`src/rtl/mw_pkg.sv`:
```
package mw_pkg;

    typedef enum logic [2:0] {
        S_IDLE, S_DESEL, S_SEL, S_SHIFT, S_DROP, S_RAISE, S_POLL, S_FINISH
    } step_e;

    typedef enum logic [2:0] {
        F_WEN, F_WRCMD, F_WRDATA, F_RDCMD, F_RDDATA, F_WDS
    } frame_e;

    localparam logic [1:0] OP_READ  = 2'b10;
    localparam logic [1:0] OP_WRITE = 2'b01;
    localparam logic [1:0] OP_CTRL  = 2'b00;

endpackage

```
`src/rtl/mw_tick_gen.sv`:
```
module mw_tick_gen #(
    parameter int CLK_DIV = 132
) (
    input  logic clk,
    input  logic rst,
    input  logic run,
    output logic tick
);
    localparam int CW = $clog2(CLK_DIV + 1);
    logic [CW-1:0] cnt;

    always_ff @(posedge clk) begin
        if (rst || !run)                    cnt <= '0;
        else if (cnt == CW'(CLK_DIV - 1))   cnt <= '0;
        else                                cnt <= cnt + 1'b1;
    end

    assign tick = run && (cnt == CW'(CLK_DIV - 1));
endmodule

```
`src/rtl/mw_poll_timer.sv`:
```
module mw_poll_timer #(
    parameter int POLL_GAP   = 3,
    parameter int POLL_LIMIT = 20000
) (
    input  logic clk,
    input  logic rst,
    input  logic active,
    input  logic tick,
    output logic sample,
    output logic last
);
    localparam int GW = $clog2(POLL_GAP + 1);
    localparam int PW = $clog2(POLL_LIMIT + 1);
    logic [GW-1:0] gap_cnt;
    logic [PW-1:0] poll_cnt;

    assign sample = active && tick && (gap_cnt == GW'(POLL_GAP - 1));
    assign last   = (poll_cnt == PW'(POLL_LIMIT - 1));

    always_ff @(posedge clk) begin
        if (rst || !active) begin
            gap_cnt  <= '0;
            poll_cnt <= '0;
        end else if (tick) begin
            if (gap_cnt == GW'(POLL_GAP - 1)) begin
                gap_cnt <= '0;
                if (!last) poll_cnt <= poll_cnt + 1'b1;
            end else begin
                gap_cnt <= gap_cnt + 1'b1;
            end
        end
    end


    poll_bound_chk: assert property (@(posedge clk) disable iff (rst)
        poll_cnt <= PW'(POLL_LIMIT - 1));
endmodule

```
`src/rtl/mw_seq.sv`:
```
module mw_seq
    import mw_pkg::*;
#(
    parameter int ADDR_W = 8,
    parameter int DATA_W = 16
) (
    input  logic              clk,
    input  logic              rst,
    input  logic              tick,
    input  logic              req,
    input  logic              req_write,
    input  logic [ADDR_W-1:0] req_addr,
    input  logic [DATA_W-1:0] req_wdata,
    input  logic              ee_do,
    input  logic              poll_sample,
    input  logic              poll_last,
    output step_e             step,
    output logic [DATA_W-1:0] rd_data,
    output logic              busy,
    output logic              done,
    output logic              timeout_err,
    output logic              ee_cs,
    output logic              ee_sk,
    output logic              ee_di
);
    localparam int CMD_W = 3 + ADDR_W;
    localparam int SH_W  = (CMD_W > DATA_W) ? CMD_W : DATA_W;
    localparam int NW    = $clog2(SH_W + 1);

    frame_e            frame;
    logic [SH_W-1:0]   shreg;
    logic [NW-1:0]     bits_left;
    logic              hi;
    logic [ADDR_W-1:0] op_addr;
    logic [DATA_W-1:0] op_wdata;

    function automatic logic [CMD_W-1:0] mk_cmd(frame_e f, logic [ADDR_W-1:0] a);
        case (f)
            F_WEN:   mk_cmd = {1'b1, OP_CTRL, 2'b11, {(ADDR_W-2){1'b0}}};
            F_WRCMD: mk_cmd = {1'b1, OP_WRITE, a};
            F_RDCMD: mk_cmd = {1'b1, OP_READ, a};
            default: mk_cmd = {1'b1, OP_CTRL, {ADDR_W{1'b0}}};
        endcase
    endfunction

    always_ff @(posedge clk) begin
        if (rst) begin
            step        <= S_IDLE;
            frame       <= F_RDCMD;
            shreg       <= '0;
            bits_left   <= '0;
            hi          <= 1'b0;
            done        <= 1'b0;
            timeout_err <= 1'b0;
            rd_data     <= '0;
            op_addr     <= '0;
            op_wdata    <= '0;
        end else begin
            done <= 1'b0;
            if (step == S_IDLE) begin
                if (req) begin
                    op_addr     <= req_addr;
                    op_wdata    <= req_wdata;
                    timeout_err <= 1'b0;
                    frame       <= req_write ? F_WEN : F_RDCMD;
                    step        <= S_DESEL;
                end
            end else if (tick) begin
                case (step)
                    S_DESEL: step <= S_SEL;
                    S_SEL: begin
                        shreg     <= SH_W'(mk_cmd(frame, op_addr)) << (SH_W - CMD_W);
                        bits_left <= NW'(CMD_W);
                        hi        <= 1'b0;
                        step      <= S_SHIFT;
                    end
                    S_SHIFT: begin
                        if (!hi) begin
                            hi <= 1'b1;
                        end else begin
                            hi        <= 1'b0;
                            shreg     <= {shreg[SH_W-2:0], ee_do};
                            bits_left <= bits_left - 1'b1;
                            if (bits_left == NW'(1)) begin
                                case (frame)
                                    F_WEN: begin
                                        frame <= F_WRCMD;
                                        step  <= S_DESEL;
                                    end
                                    F_WRCMD: begin
                                        frame     <= F_WRDATA;
                                        shreg     <= SH_W'(op_wdata) << (SH_W - DATA_W);
                                        bits_left <= NW'(DATA_W);
                                    end
                                    F_RDCMD: begin
                                        frame     <= F_RDDATA;
                                        shreg     <= '0;
                                        bits_left <= NW'(DATA_W);
                                    end
                                    F_RDDATA: begin
                                        rd_data <= {shreg[DATA_W-2:0], ee_do};
                                        step    <= S_FINISH;
                                    end
                                    F_WRDATA: step <= S_DROP;
                                    default:  step <= S_FINISH;
                                endcase
                            end
                        end
                    end
                    S_DROP:  step <= S_RAISE;
                    S_RAISE: step <= S_POLL;
                    S_POLL: begin
                        if (poll_sample && (ee_do || poll_last)) begin
                            if (!ee_do) timeout_err <= 1'b1;
                            frame <= F_WDS;
                            step  <= S_DESEL;
                        end
                    end
                    default: begin
                        step <= S_IDLE;
                        done <= 1'b1;
                    end
                endcase
            end
        end
    end

    assign busy  = (step != S_IDLE);
    assign ee_cs = (step == S_SEL) || (step == S_SHIFT) || (step == S_RAISE) || (step == S_POLL);
    assign ee_sk = (step == S_SHIFT) && hi;
    assign ee_di = (step == S_SHIFT) && (frame != F_RDDATA) && shreg[SH_W-1];


    done_pulse_chk: assert property (@(posedge clk) disable iff (rst) done |=> !done);

    accept_chk: assert property (@(posedge clk) disable iff (rst) (!busy && req) |=> busy);

    err_clear_chk: assert property (@(posedge clk) disable iff (rst) (!busy && req) |=> !timeout_err);

    hold_addr_chk: assert property (@(posedge clk) disable iff (rst) (busy && !done) |=> $stable(op_addr));

    di_hold_chk: assert property (@(posedge clk) disable iff (rst) ee_sk |-> $stable(ee_di));

    cs_rise_chk: assert property (@(posedge clk) disable iff (rst) $rose(ee_cs) |-> $past(!ee_sk && !ee_di));
endmodule

```
`src/rtl/mw_eeprom_ctrl.sv`:
```
module mw_eeprom_ctrl
    import mw_pkg::*;
#(
    parameter int ADDR_W     = 8,
    parameter int DATA_W     = 16,
    parameter int CLK_DIV    = 132,
    parameter int POLL_GAP   = 3,
    parameter int POLL_LIMIT = 20000
) (
    input  logic              clk,
    input  logic              rst,
    input  logic              req,
    input  logic              req_write,
    input  logic [ADDR_W-1:0] req_addr,
    input  logic [DATA_W-1:0] req_wdata,
    output logic [DATA_W-1:0] rd_data,
    output logic              busy,
    output logic              done,
    output logic              timeout_err,
    output logic              ee_cs,
    output logic              ee_sk,
    output logic              ee_di,
    input  logic              ee_do
);
    logic  tick, poll_sample, poll_last;
    step_e step;

    mw_tick_gen #(.CLK_DIV(CLK_DIV)) u_tick (
        .clk(clk), .rst(rst), .run(busy), .tick(tick)
    );

    mw_poll_timer #(.POLL_GAP(POLL_GAP), .POLL_LIMIT(POLL_LIMIT)) u_poll (
        .clk(clk), .rst(rst), .active(step == S_POLL), .tick(tick),
        .sample(poll_sample), .last(poll_last)
    );

    mw_seq #(.ADDR_W(ADDR_W), .DATA_W(DATA_W)) u_seq (
        .clk(clk), .rst(rst), .tick(tick), .req(req), .req_write(req_write),
        .req_addr(req_addr), .req_wdata(req_wdata), .ee_do(ee_do),
        .poll_sample(poll_sample), .poll_last(poll_last), .step(step),
        .rd_data(rd_data), .busy(busy), .done(done), .timeout_err(timeout_err),
        .ee_cs(ee_cs), .ee_sk(ee_sk), .ee_di(ee_di)
    );


    sk_on_tick_chk: assert property (@(posedge clk) disable iff (rst) !tick |=> $stable(ee_sk));

    sk_needs_cs_chk: assert property (@(posedge clk) disable iff (rst) ee_sk |-> ee_cs);
endmodule

```
`config.mk`:
```
export PLATFORM = sky130hd
export DESIGN_NAME = mw_eeprom_ctrl
export DESIGN_NICKNAME = d
export VERILOG_FILES = /design/src/rtl/mw_pkg.sv /design/src/rtl/mw_tick_gen.sv /design/src/rtl/mw_poll_timer.sv /design/src/rtl/mw_seq.sv /design/src/rtl/mw_eeprom_ctrl.sv
export SDC_FILE = /design/constraint.sdc
export NUM_CORES = 1
export LEC_CHECK = 0
export BUFFER_PORTS_ARGS = -buffer_cell sky130_fd_sc_hd__buf_2
export CORE_MARGIN = 1
export CORE_UTILIZATION = 52
export CTS_CLUSTER_DIAMETER = 80
export DETAILED_ROUTE_END_ITERATION = 8
export PLACE_DENSITY = 0.75
export SYNTH_ARGS = -nofsm -noshare
export SYNTH_HDL_FRONTEND = slang
export SYNTH_SLANG_ARGS = --single-unit
```
`constraint.sdc`:
```
create_clock -name clk -period 2.16 [get_ports clk]
set_clock_uncertainty 0.15 [all_clocks]
set_input_delay 0 -clock clk [delete_from_list [all_inputs] [get_ports clk]]
set_output_delay 0 -clock clk [all_outputs]
set_load 0.01 [all_outputs]
```
==> flow_results.org, run 1 <==
** Finish
- Cells with a size suffix above 1 make up 23.0% of the layout.
- The number of antenna diodes in the final layout is 0.
- Relative to the synthesized area, the layout overhead comes to 27.1%.
- Post-route non-filler standard cell count :: around 720
- The final layout contains 651 nets.

** Die
- Effective utilization at floorplan :: approximately 55%
- The floorplan step set the die width to 93.3 µm.
- Core area :: ~0.0079 mm²
- The initialized floorplan defines 32 standard-cell rows.
- Die Outline Area :: 0.00871 mm²
- IO Pins :: 51
- From bottom edge to top edge, the die measures 93.3 µm.

** Worst setup path
- Critical Path Slowest Stage Cell :: sky130_fd_sc_hd__or4b_4
- On the worst path, the slowest cell contributes a delay of 0.52 ns.
- Worst Path Max Fanout :: 5
- Critical Path Sink Type :: register
- Data on the critical path is required at its endpoint by 2.26 ns.
- Type of the setup path with the least slack :: reg -> reg
- Crit start category :: register
- At the worst endpoint, the arrival time is 2.30 ns.
- Buffer and inverter count on the worst path :: 1
- Delay-heaviest family, CP :: compound AO/OA/AOI/OAI gates
- Worst-path cell chain :: inv_2, ha_4, or4b_4, o41ai_4, a21o_2, nand3_2, a221o_1

** Clocking
- Number of buffers added by the clock tree synthesis step :: 9
- The tree is rooted in a sky130_fd_sc_hd__clkbuf_8.
- Clk slew on worst S/H paths :: 0.10 ns
- Clock latency on the worst-skew pair, taken at its later pin, is 0.37 ns.
- CTS max path bufs :: 2
- In this run the number of H-tree levels came out at 3.
- The clock net in this run drives a total of 95 sinks.
- TritonCTS clock tree :: yes

** Synth
- Yosys printed 0 warnings.
- Counting distinct cell types in the post-synthesis netlist gives a little under 60.
- Sequential cells were found to cover a little over two fifths of the synthesized design area.
- Proportion of synthesized flip-flops having asynchronous set or reset :: 0%
- Mean instance size in the synthesized netlist :: 8.40 µm²
- The cell area that synthesis handed to floorplanning was approximately 0.0043 mm².
- Gate Count Post-Synth :: ~520
- Number of enable-type register cells in the synthesized netlist :: 0
- Number of flip-flops and latches in the synthesized netlist :: 95
- Synth Flop Type :: sky130_fd_sc_hd__dfxtp_1
- The number of nets in the synthesized netlist is 549.

** Flow run
- Max-capacitance violation count :: 0

** Detailed routing
- Number of design-rule violations left by the first detailed-router iteration :: 261
- Residual DRC count :: 0
- Summing over every cut layer, the via total after detailed routing is about 4100.
- Post-Route WL :: 11300 µm
- Vias per Instance :: roughly 5.7
- Once detail routing completed, the nets flagged for antenna violations numbered 0.
- WL per Instance :: 15.6 µm
- First-pass iteration count of the detailed router :: 5

** Power
- Maximum VDD drop :: about 0.37 mV
- For this design the ratio of total power to cell area is 598 mW/mm².
- Power after layout :: 3.30 mW
- For this design the static power due to leakage is around 2.2 nW.

** Placed design
- The count of buffers added on input and output ports is 50.
- Detailed placement finished with a half-perimeter wire length of 7660 µm.
- Routability-driven placement finished with a final weighted congestion of 0.882.
- Post-placement cell count :: 677

** Global routing
- Global routing used 26.4% of the available tracks across all layers.
- Antenna violations before repair :: 0
- Largest net degree at the start of global routing :: 36
- Congestion Overflow GR :: 0
- The first global-routing pass estimated 17800 µm of wire.
- The number of global-route vias before repair came to 3731.

** STA
- Min cycle time layout :: 2.20 ns
- Final setup fails :: 1
- The worst pin sits at a relative slew slack of 74.2%.
- RSZ-0062 raised after global routing :: yes
- Final hold analysis gives a worst-case slack of 0.112 ns.
- Maximum operating frequency :: around 0.45 GHz
- Final critical-path setup slack :: -0.0417 ns
- The count of final max-slew check failures came to 0.
- Number of hold-slack violations in the final timing report :: 0
- Final period util :: 102%
- At the pin with the least slew margin, the transition time is about 0.38 ns.

** Status
- The flow ran to the end, but the final reports show violations.
- The final reports fail on negative setup slack.

** Hold path
- The tightest min-delay check is of the in -> reg type.
==> routing by layer <==
layer	part of all wire, %	GRT usage, %	up-vias
met2	47	43.1	141
met1	45	35.0	1931
met4	1.7	7.69	0
met5	0	0	-
met3	6.3	5.53	24
li1	-	-	2023
==> cells by family (layout without fill, tap and decap cells) <==
family          count (synthesis)  count (layout)  share of synthesized area, %
simple gates                  230             230                          26.4
buf+inv                        42             148                          3.98
flops                          95              95                          43.9
xor+xnor                       19              19                          3.84
fa+ha+maj                       4               4                          1.15
mux                            17              17                          3.92
compound gates                109             109                          16.8
==> cells in the final DEF, fill, tap and decap left out, types with 3 or more instances in the layout <==
cell,n
sky130_fd_sc_hd__xnor2_1,14
sky130_fd_sc_hd__buf_6,3
sky130_fd_sc_hd__nor3_4,3
sky130_fd_sc_hd__a211o_1,6
sky130_fd_sc_hd__nand3_1,10
sky130_fd_sc_hd__dfxtp_1,93
sky130_fd_sc_hd__nand4_1,4
sky130_fd_sc_hd__xor2_1,5
sky130_fd_sc_hd__dlygate4sd3_1,27
sky130_fd_sc_hd__a31o_2,4
sky130_fd_sc_hd__a22o_1,6
sky130_fd_sc_hd__buf_2,50
sky130_fd_sc_hd__buf_4,43
sky130_fd_sc_hd__nand3b_1,9
sky130_fd_sc_hd__nand2b_1,5
sky130_fd_sc_hd__nand2_1,76
sky130_fd_sc_hd__nor2b_1,6
sky130_fd_sc_hd__nand4b_1,3
sky130_fd_sc_hd__mux2i_1,17
sky130_fd_sc_hd__and2_1,5
sky130_fd_sc_hd__nor2_1,60
sky130_fd_sc_hd__nor3b_1,4
sky130_fd_sc_hd__inv_1,8
sky130_fd_sc_hd__o21ai_0,11
sky130_fd_sc_hd__a21oi_1,45
sky130_fd_sc_hd__a211oi_1,9
sky130_fd_sc_hd__ha_1,3
sky130_fd_sc_hd__nor3_1,16
sky130_fd_sc_hd__nor4_1,6
sky130_fd_sc_hd__and3_1,7
sky130_fd_sc_hd__a31oi_1,4
sky130_fd_sc_hd__a22oi_1,5
sky130_fd_sc_hd__clkbuf_8,10
==> power breakdown <==
part | switching [mW] | total, mW | leakage [nW] | internal, mW
logic | 0.161 | 0.296 | 1.35 | 0.135
clock network | 0.617 | 1.18 | 0.0944 | 0.560
registers | 0.0371 | 1.82 | 0.771 | 1.79
total | 0.815 | 3.30 | 2.21 | 2.48
==> sequential cells by signal, indices dropped and copies added, names as in the netlist, 5 cells and up <==
signal,count
u_poll.poll_cnt,15
u_seq.bits_left,5
u_seq.op_addr,8
u_seq.op_wdata,16
u_seq.rd_data,16
u_seq.shreg,16
u_tick.cnt,8
==> Yosys cell counts, drive strengths merged, types with 7 or more instances <==
cell    count  share of area [%]
a211oi     10                1.7
nor4        9                1.4
nor3       20                2.8
a21oi      46                5.3
xnor2      14                2.8
clkbuf     27                2.3
nand3      11                1.4
inv         9               0.78
and3        7                1.0
nand2      76                6.6
dfxtp      95                 44
nand3b      9                1.6
o21ai      12                1.4
mux2i      17                3.9
nor2       61                5.3
==> final timing paths <==
kind                                          from                 end  slack, ns  depth (start not counted)
worst max-delay path            u_seq.bits_left[1]      u_seq.frame[0]      -0.04                          7
worst min-delay path                     req_write      u_seq.frame[1]       0.11                          5
worst max register to register  u_seq.bits_left[1]      u_seq.frame[0]      -0.04                          7
worst min register to register  u_seq.op_wdata[15]  u_seq.op_wdata[15]       0.32                          2
==> tightest hold or removal path, stage by stage <==
cell                      delay, ns
sky130_fd_sc_hd__buf_2         0.10
sky130_fd_sc_hd__nor2_1        0.16
sky130_fd_sc_hd__a31o_2        0.14
sky130_fd_sc_hd__nor4_2        0.04
sky130_fd_sc_hd__o21ai_1       0.13
==> final cells by class <==
type	instances	area, µm²
inverter	9	33.8
sequential	95	1900
timing repair buffer	124	897
clock buffer	10	138
multi-input combinational	379	2350
clock inverter	5	58.8
fill	618	2380
tap	102	128
==> metrics by stage <==
step	setup slack, ns	TNS [ns]	utilization [%]	area [µm²]
after global placement	0.0271	0	62.2	4910
after CTS	-0.0240	-0.0240	68.4	5400
after detailed placement	-0.0339	-0.0354	62.2	4910
after floorplan	0.00114	0	-	4340
after global routing	-0.0645	-0.352	69.9	5510
final	-0.0417	-0.0417	69.9	5510
==> timing repair <==
item / CTS / global route
endpoints found under the hold margin: 39 / 0
cloned: 0 / 0
resized for setup: 1 / 20
buffers inserted: 2 / 3
pin swaps: 2 / 13
hold buffers: 27 / 0
setup endpoints to repair: 4 / 44
Note: power is estimated with default switching activity, not from simulation.
==> inputs of run 2 (changes only) <==
Settings changed: HOLD_SLACK_MARGIN set to 0.15.
==> run 2 against run 1 <==
The run still ends with negative setup slack left. Register-to-register slack about the same. Non-clock buffer count is 1 higher. Flip-flop and latch count unchanged. Sequential share of layout area decreased by 0.063 points. Combinational power barely moved. Via count up 0.49%. Clock power about the same. Critical endpoint unchanged.
==> flow_results.org, run 2 (synthesis gave the netlist of run 1 again) <==
** Detailed routing
- The detailed-route vias per instance was 5.71 (+0.35%).
- The number of vias in the routed layout is 4139 (+0.49%).
- The number of DRC violations after detailed routing is 0 (unchanged).
- The mean routed wirelength per cell was 15.5 µm (-0.68%).
- The post-detailed-routing wire length is 11200 µm (-0.54%).
- The number of DRC markers after the initial detailed-route iteration came to 257 (-1.5%).
- The antenna violation net count after detailed routing was 0 (unchanged).
- First-pass iteration count of the detailed router :: 5 (unchanged)

** Power
- Pleak :: 2.21 nW (+0.19%)
- Power after layout :: 3.30 mW (about the same)
- Maximum VDD drop :: 0.367 mV (+0.43%)
- The power per standard cell area was 597 mW/mm² (-0.21%).

** Die
- The overall die height was 93.3 µm (unchanged).
- IO Pins :: 51 (unchanged)
- The row count was 32 (unchanged).
- The die area came to 0.00871 mm² (unchanged).
- The die width came to 93.3 µm (unchanged).
- Core area :: 0.00789 mm² (unchanged)
- Effective utilization at floorplan :: 55.0% (unchanged)

** Placed design
- Count of buffers inserted at the top-level ports :: 50 (unchanged)
- Weighted congestion at the end of routability-driven global placement :: 0.882 (unchanged)
- The sum of net half-perimeters after detailed placement is 7660 µm (unchanged).
- The post-placement setup slack came to -0.0339 ns (unchanged).

** Clocking
- TritonCTS clock tree :: yes
- Clock sinks :: 95 (unchanged)
- CTS placed an instance of sky130_fd_sc_hd__clkbuf_8 at the clock tree root.
- The deepest level of the CTS H-tree is 3 (unchanged).
- The number of CTS-inserted buffers is 9 (unchanged).
- The clock-pin slew on the worst setup and hold paths came to 0.10 ns (about the same).
- The maximum clock insertion buffer count was 2 (unchanged).
- The later-pin clock latency in the skew report is 0.37 ns (about the same).

** Worst setup path
- Crit start category :: register
- The data required time of the critical path was 2.26 ns (about the same).
- Worst Path Max Fanout :: 5 (unchanged)
- The worst setup path is of the reg -> reg kind.
- Data arrival time at the worst-slack endpoint :: 2.31 ns (about the same)
- Critical Path Sink Type :: register

** Global routing
- The initial antenna violation count is 0 (unchanged).
- The wire length of the first global-routing pass came to 17800 µm (about the same).
- GRT Resource Usage Total :: 26.4% (about the same)
- Largest net degree at the start of global routing :: 36 (unchanged)
- The leftover overflow at the end of global routing was 0 (unchanged).
- The number of global-route vias before repair is 3738 (+0.19%).

** STA
- Final period util :: 102% (+0.26 points)
- Number of max-slew violations in the final report :: 0 (unchanged)
- Setup repair after global routing could not meet its margin everywhere.
- Number of hold-slack violations in the final timing report :: 0 (unchanged)
- Max-Slew Margin vs Limit :: 74.9% (+0.71 points)
- The final number of setup-violating endpoints is 1 (unchanged).
- Final-layout setup total negative slack :: -0.0474 ns (-0.00572 ns)
- Worst hold-check slack :: 0.261 ns (+0.149 ns)
- The worst-case setup margin in the final layout was -0.0474 ns (-0.00572 ns).
- Slew of the pin with the lowest slew margin :: 0.367 ns (-0.0104 ns)
- The fmax was 0.453 GHz (-0.26%).
- The minimum clock period was 2.21 ns (+0.00572 ns).

** Finish
- The largest registers in the layout are u_seq.op_wdata x16, u_seq.rd_data x16, u_seq.shreg x16.
- The proportion of layout cells with a drive suffix above 1 was 23.0% (-0.037 points).
- Final Core Density :: 70.0% (+0.13 points)
- Leading cell type in the layout, fill and taps excluded :: sky130_fd_sc_hd__dfxtp_1
- Relative to the synthesized area, the layout overhead comes to 27.4%.
- Inserted Diodes :: 0 (unchanged)
- Most frequent cells in the layout :: sky130_fd_sc_hd__dfxtp_1, sky130_fd_sc_hd__nand2_1, sky130_fd_sc_hd__nor2_1
- Number of nets in the layout :: 652 (+0.15%)

** Flow run
- The total of max-cap violations was 0 (unchanged).

** Status
- Run status :: finished, violations left
- The final reports fail on negative setup slack.

** Hold path
- The worst hold path belongs to the class in -> reg.
run 2: cell types whose count changed in the layout (fill, tap and decap cells not counted), sizes merged:
cell | previous run | this run
dlygate4sd3 | 27 | 28
run 2: stage by stage:
stage,instances,cell area [µm²]
2_1_floorplan,516,4340
3_3_place_gp,677,4910
3_5_place_dp,677,4910
4_1_cts,722,5410
5_1_grt,725,5520
6_report,725,5520
run 2: power by group:
group	switching [mW]	leakage, nW	total (mW)	internal, mW
logic	0.162	1.35	0.298	0.137
clock network	0.614	0.0944	1.17	0.560
registers	0.0370	0.771	1.82	1.79
total	0.812	2.21	3.30	2.48
run 2: final timing paths:
check / startpoint / endpoint / slack (ns) / depth (start not counted)
setup / recovery: u_seq.bits_left[1] / u_seq.frame[0] / -0.05 / 7
hold reg to reg: u_seq.op_wdata[15] / u_seq.op_wdata[15] / 0.32 / 2
hold / removal: req_wdata[4] / u_seq.op_wdata[4] / 0.26 / 4
setup reg to reg: u_seq.bits_left[1] / u_seq.frame[0] / -0.05 / 7
run 2: routing by layer:
layer | vias up | part of all wire [%] | global-route usage [%]
met2 | 125 | 48 | 43.1
met3 | 23 | 5.5 | 5.53
met4 | 0 | 1.7 | 7.69
li1 | 2024 | - | -
met1 | 1967 | 45 | 35.0
met5 | - | 0 | 0
run 2: area by class of cell:
cell class                 instances  area [µm²]
sequential                        95        1900
multi-input combinational        379        2350
inverter                           9        33.8
clock inverter                     5        58.8
clock buffer                      10         138
timing repair buffer             125         907
tap                              102         128
fill                             617        2370
run 2: critical path, stage by stage (launching register included):
cell	delay [ns]
sky130_fd_sc_hd__dfxtp_2	0.34
sky130_fd_sc_hd__inv_2	0.07
sky130_fd_sc_hd__ha_4	0.13
sky130_fd_sc_hd__or4b_4	0.52
sky130_fd_sc_hd__o41ai_4	0.27
sky130_fd_sc_hd__a21o_2	0.20
sky130_fd_sc_hd__nand3_2	0.08
sky130_fd_sc_hd__a221o_1	0.32
run 2: repair_timing:
action | 4_1_cts | 5_1_grt
hold buffers | 28 | 0
pin swaps | 2 | 13
buffers inserted | 2 | 3
endpoints found under the setup margin | 4 | 44
resized for setup | 1 | 20
endpoints found under the hold margin | 81 | 0
==> inputs of run 3 (changes only) <==
Settings changed: BUFFER_PORTS_ARGS -buffer_cell sky130_fd_sc_hd__buf_2 to -buffer_cell sky130_fd_sc_hd__buf_4, CORE_UTILIZATION 52 to 58, PLACE_DENSITY 0.75 to 0.79.
Clock period 2.16 ns to 2.3 ns, I/O delays scaled along.
==> run 3 against run 2 <==
The flow now finishes without violations. Maximum frequency grew 0.66%. Utilization rose by 5.3 points. Clock power decreased by 13%. Clock-buffer cell count is the same. Global-route usage grew 2.1 points. Power fell by 8.5%. Flip-flop and latch count stayed put. Sequential power decreased by 6%. Critical endpoint unchanged. Largest cell class unchanged. Highest routed layer unchanged.
==> flow_results.org, run 3 (synthesis gave the netlist of run 1 again) <==
** Detailed routing
- Residual DRC count :: 0 (unchanged)
- WL per Instance :: 15.1 µm (-2.4%)
- The number of vias in the routed layout was 4078 (-1.5%).
- Post-Route WL :: 10700 µm (-4.8%)
- Top layer in use :: met4
- The detailed-route vias per instance was 5.77 (+1.0%).
- Detailed route wirelength on metal2 :: 5130 µm (-3.7%)
- Number of design-rule violations left by the first detailed-router iteration :: 316 (+23%)
- The met3 wire length is 496 µm (-19%).
- The wire length the detailed router placed on met1 is 4820 µm (-5.3%).
- First-pass iteration count of the detailed router :: 5 (unchanged)
- The antenna violation net count after detailed routing is 0 (unchanged).

** Flow run
- Max-capacitance violation count :: 0 (unchanged)

** Clocking
- The buffers inserted during post-CTS setup optimization came to 0 (-2).
- The number of CTS-inserted buffers came to 9 (unchanged).
- The maximum clock insertion buffer count was 2 (unchanged).
- Clock latency of the later-clocked register in the worst-skew pair :: 0.36 ns (about the same)
- TritonCTS built the clock tree.
- Clk slew on worst S/H paths :: 0.09 ns (about the same)
- The total number of clock tree sinks is 95 (unchanged).
- The deepest level of the CTS H-tree came to 3 (unchanged).
- Cell chosen for the clock root :: sky130_fd_sc_hd__clkbuf_8

** Power
- P per Cell Area :: 553 mW/mm² (-7.4%)
- The net switching power figure is 794 µW (-2.3%).
- Pleak :: 2.13 nW (-3.7%)
- Maximum VDD drop :: 0.308 mV (-16%)
- Switching power share of the total :: 26.3% (+1.7 points)
- The sequential power share came to 56.7% (+1.4 points).
- The total power is 3.02 mW (-8.5%).
- The clock share of power was 33.8% (-1.8 points).
- The part of the power in combinational logic was 9.5% (+0.4 points).
- Pint :: 2.22 mW (-10%)

** Placed design
- HPWL Detailed :: 7300 µm (-4.7%)
- Setup slack at placement :: -0.0184 ns (+0.0155 ns)
- Placed instance area :: 0.00495 mm² (+0.97%)
- Post-placement cell count :: 663 (-2.1%)
- The count of input and output buffers was 50 (unchanged).
- The final weighted congestion of routability-driven global placement came to 0.862 (-2.2%).

** Worst setup path
- Type of the setup path with the least slack :: reg -> reg
- The cell depth of the worst flop-to-flop path came to 7 (unchanged).
- STA classifies the critical path startpoint as a register.
- Required arrival time at the worst endpoint :: 2.41 ns (+0.15 ns)
- Data arrival time at the worst-slack endpoint :: 2.30 ns (about the same)
- Critical Path Sink Type :: register
- In this run the critical register-to-register path is captured at u_seq.frame[0].
- Worst R2R Start :: u_seq.bits_left[1]
- The register-to-register path setup slack is 0.11 ns (+0.15 ns).
- The maximum fanout count along the critical path came to 3 (-2).

** Finish
- Fraction of layout instances using a drive strength above 1 :: 19.9% (-3.1 points)
- Leaving out fill and tap cells, the most frequent cell in the layout is sky130_fd_sc_hd__dfxtp_1.
- Area overhead of the layout relative to synthesis :: 25.9%
- Leaving out fill and tap cells, the most frequent cells in the layout are sky130_fd_sc_hd__dfxtp_1, sky130_fd_sc_hd__buf_4, sky130_fd_sc_hd__nand2_1.
- The number of diodes was 0 (unchanged).
- The non-filler instance count after layout came to 707 (-2.5%).
- The final core area utilization came to 75.3% (+5.3 points).
- The largest registers in the layout are u_seq.op_wdata x16, u_seq.rd_data x16, u_seq.shreg x16.
- Number of nets in the layout :: 636 (-2.5%)
- The post-route cell area came to 0.00546 mm² (-1.1%).
- Count of fill cells added during filler insertion :: 521 (-16%)

** STA
- Worst hold-check slack :: 0.283 ns (+0.0227 ns)
- The slew of the pin with the lowest slew margin came to 0.513 ns (+0.146 ns).
- The relative slew slack came to 65.7% (-9.2 points).
- Number of hold-slack violations in the final timing report :: 0 (unchanged)
- Final period util :: 95.3% (-6.8 points)
- Final-layout setup total negative slack :: 0 ns (+0.0474 ns)
- RSZ-0062 raised after global routing :: no
- Number of max-slew violations in the final report :: 0 (unchanged)
- Final critical-path setup slack :: 0.107 ns (+0.154 ns)
- The final number of setup-violating endpoints is 0 (-1).
- Maximum operating frequency :: 0.456 GHz (+0.66%)
- Min cycle time layout :: 2.19 ns (-0.0144 ns)

** Die
- The overall die height is 88.5 µm (-5.2%).
- Die Outline Area :: 0.00782 mm² (-10%)
- IO Pins :: 51 (unchanged)
- Core area :: 0.00725 mm² (-8.0%)
- Chip Width :: 88.5 µm (-5.2%)
- Count of standard-cell rows :: 31 (-3.1%)
- The effective utilization at floorplan was 59.8% (+4.8 points).

** Global routing
- The initial antenna violation count came to 0 (unchanged).
- The leftover overflow at the end of global routing is 0 (unchanged).
- First-pass GRT wire length :: 17100 µm (-4.1%)
- The total routing usage reported by global routing was 28.5% (+2.1 points).
- Largest net degree at the start of global routing :: 39 (+8.3%)
- Number of global-route vias before repair :: 3650 (-2.4%)

** Hold path
- The worst hold path terminates at u_seq.op_wdata[9].
- Worst min path class :: in -> reg
- Depth of the worst hold-timing path :: 4 (unchanged)
- The startpoint identified for the worst hold timing path is req_wdata[9].

** Status
- Run status :: complete, no violations
run 3: cell types whose count changed in the layout (fill, tap and decap cells not counted), moves of 2 or more:
| cell | change |
|---|---|
| sky130_fd_sc_hd__buf_2 | -50 |
| sky130_fd_sc_hd__buf_4 | +35 |
| sky130_fd_sc_hd__buf_6 | -2 |
| sky130_fd_sc_hd__inv_6 | +2 |
| sky130_fd_sc_hd__nor4b_1 | +2 |
| sky130_fd_sc_hd__nor4b_2 | -2 |
run 3: area by class of cell:
type,count,area [µm²],share of cell area (%)
timing repair buffer,109,917,16.8
clock inverter,6,52.6,0.963
inverter,9,33.8,0.619
tap,99,124,2.27
clock buffer,10,128,2.34
sequential,95,1900,34.9
multi-input combinational,379,2300,42.1
run 3: power groups by stage:
stage / clock [mW] / combinational [mW] / sequential, mW
final: 1.02 / 0.285 / 1.71
after global routing: 1.11 / 0.311 / 1.72
after global placement: 0 / 0.231 / 1.75
after detailed placement: 0 / 0.234 / 1.75
after floorplan: 0 / 0.150 / 1.73
after CTS: 1.04 / 0.274 / 1.71
run 3: worst max-delay path, cell delays in order (launching register included):
cell and delay (ns):
sky130_fd_sc_hd__dfxtp_2 0.35, sky130_fd_sc_hd__inv_2 0.05, sky130_fd_sc_hd__ha_2 0.15, sky130_fd_sc_hd__or4b_4 0.49
sky130_fd_sc_hd__o41ai_4 0.27, sky130_fd_sc_hd__a21o_2 0.20, sky130_fd_sc_hd__nand3_2 0.08, sky130_fd_sc_hd__a221o_1 0.35
run 3: worst max path at each step:
| stage | start | end | slack (ns) | depth (start not counted) |
|---|---|---|---|---|
| 3_3_place_gp | u_seq.bits_left[1] | u_seq.frame[0] | 0.06 | 7 |
| 6_report | u_seq.bits_left[1] | u_seq.frame[0] | 0.11 | 7 |
| 5_1_grt | u_seq.bits_left[1] | u_seq.shreg[5] | 0.007 | 8 |
| 2_1_floorplan | u_seq.bits_left[1] | u_seq.frame[0] | 0.01 | 8 |
| 3_5_place_dp | u_seq.bits_left[1] | u_seq.shreg[9] | -0.02 | 8 |
| 4_1_cts | u_poll.poll_cnt[5] | u_seq.frame[0] | 0.04 | 5 |
run 3: routing by layer:
layer / up-vias / GRT usage [%]
li1: 1988 / -
met1: 1945 / 37.9
met2: 121 / 46.0
met3: 24 / 3.92
met4: 0 / 13.2
met5: - / 0
run 3: what timing repair did:
item,CTS,global route
hold buffers,28,0
resized for setup,1,12
pin swaps,2,7
endpoints found under the hold margin,57,0
gates cloned,0,0
endpoints found under the setup margin,3,22
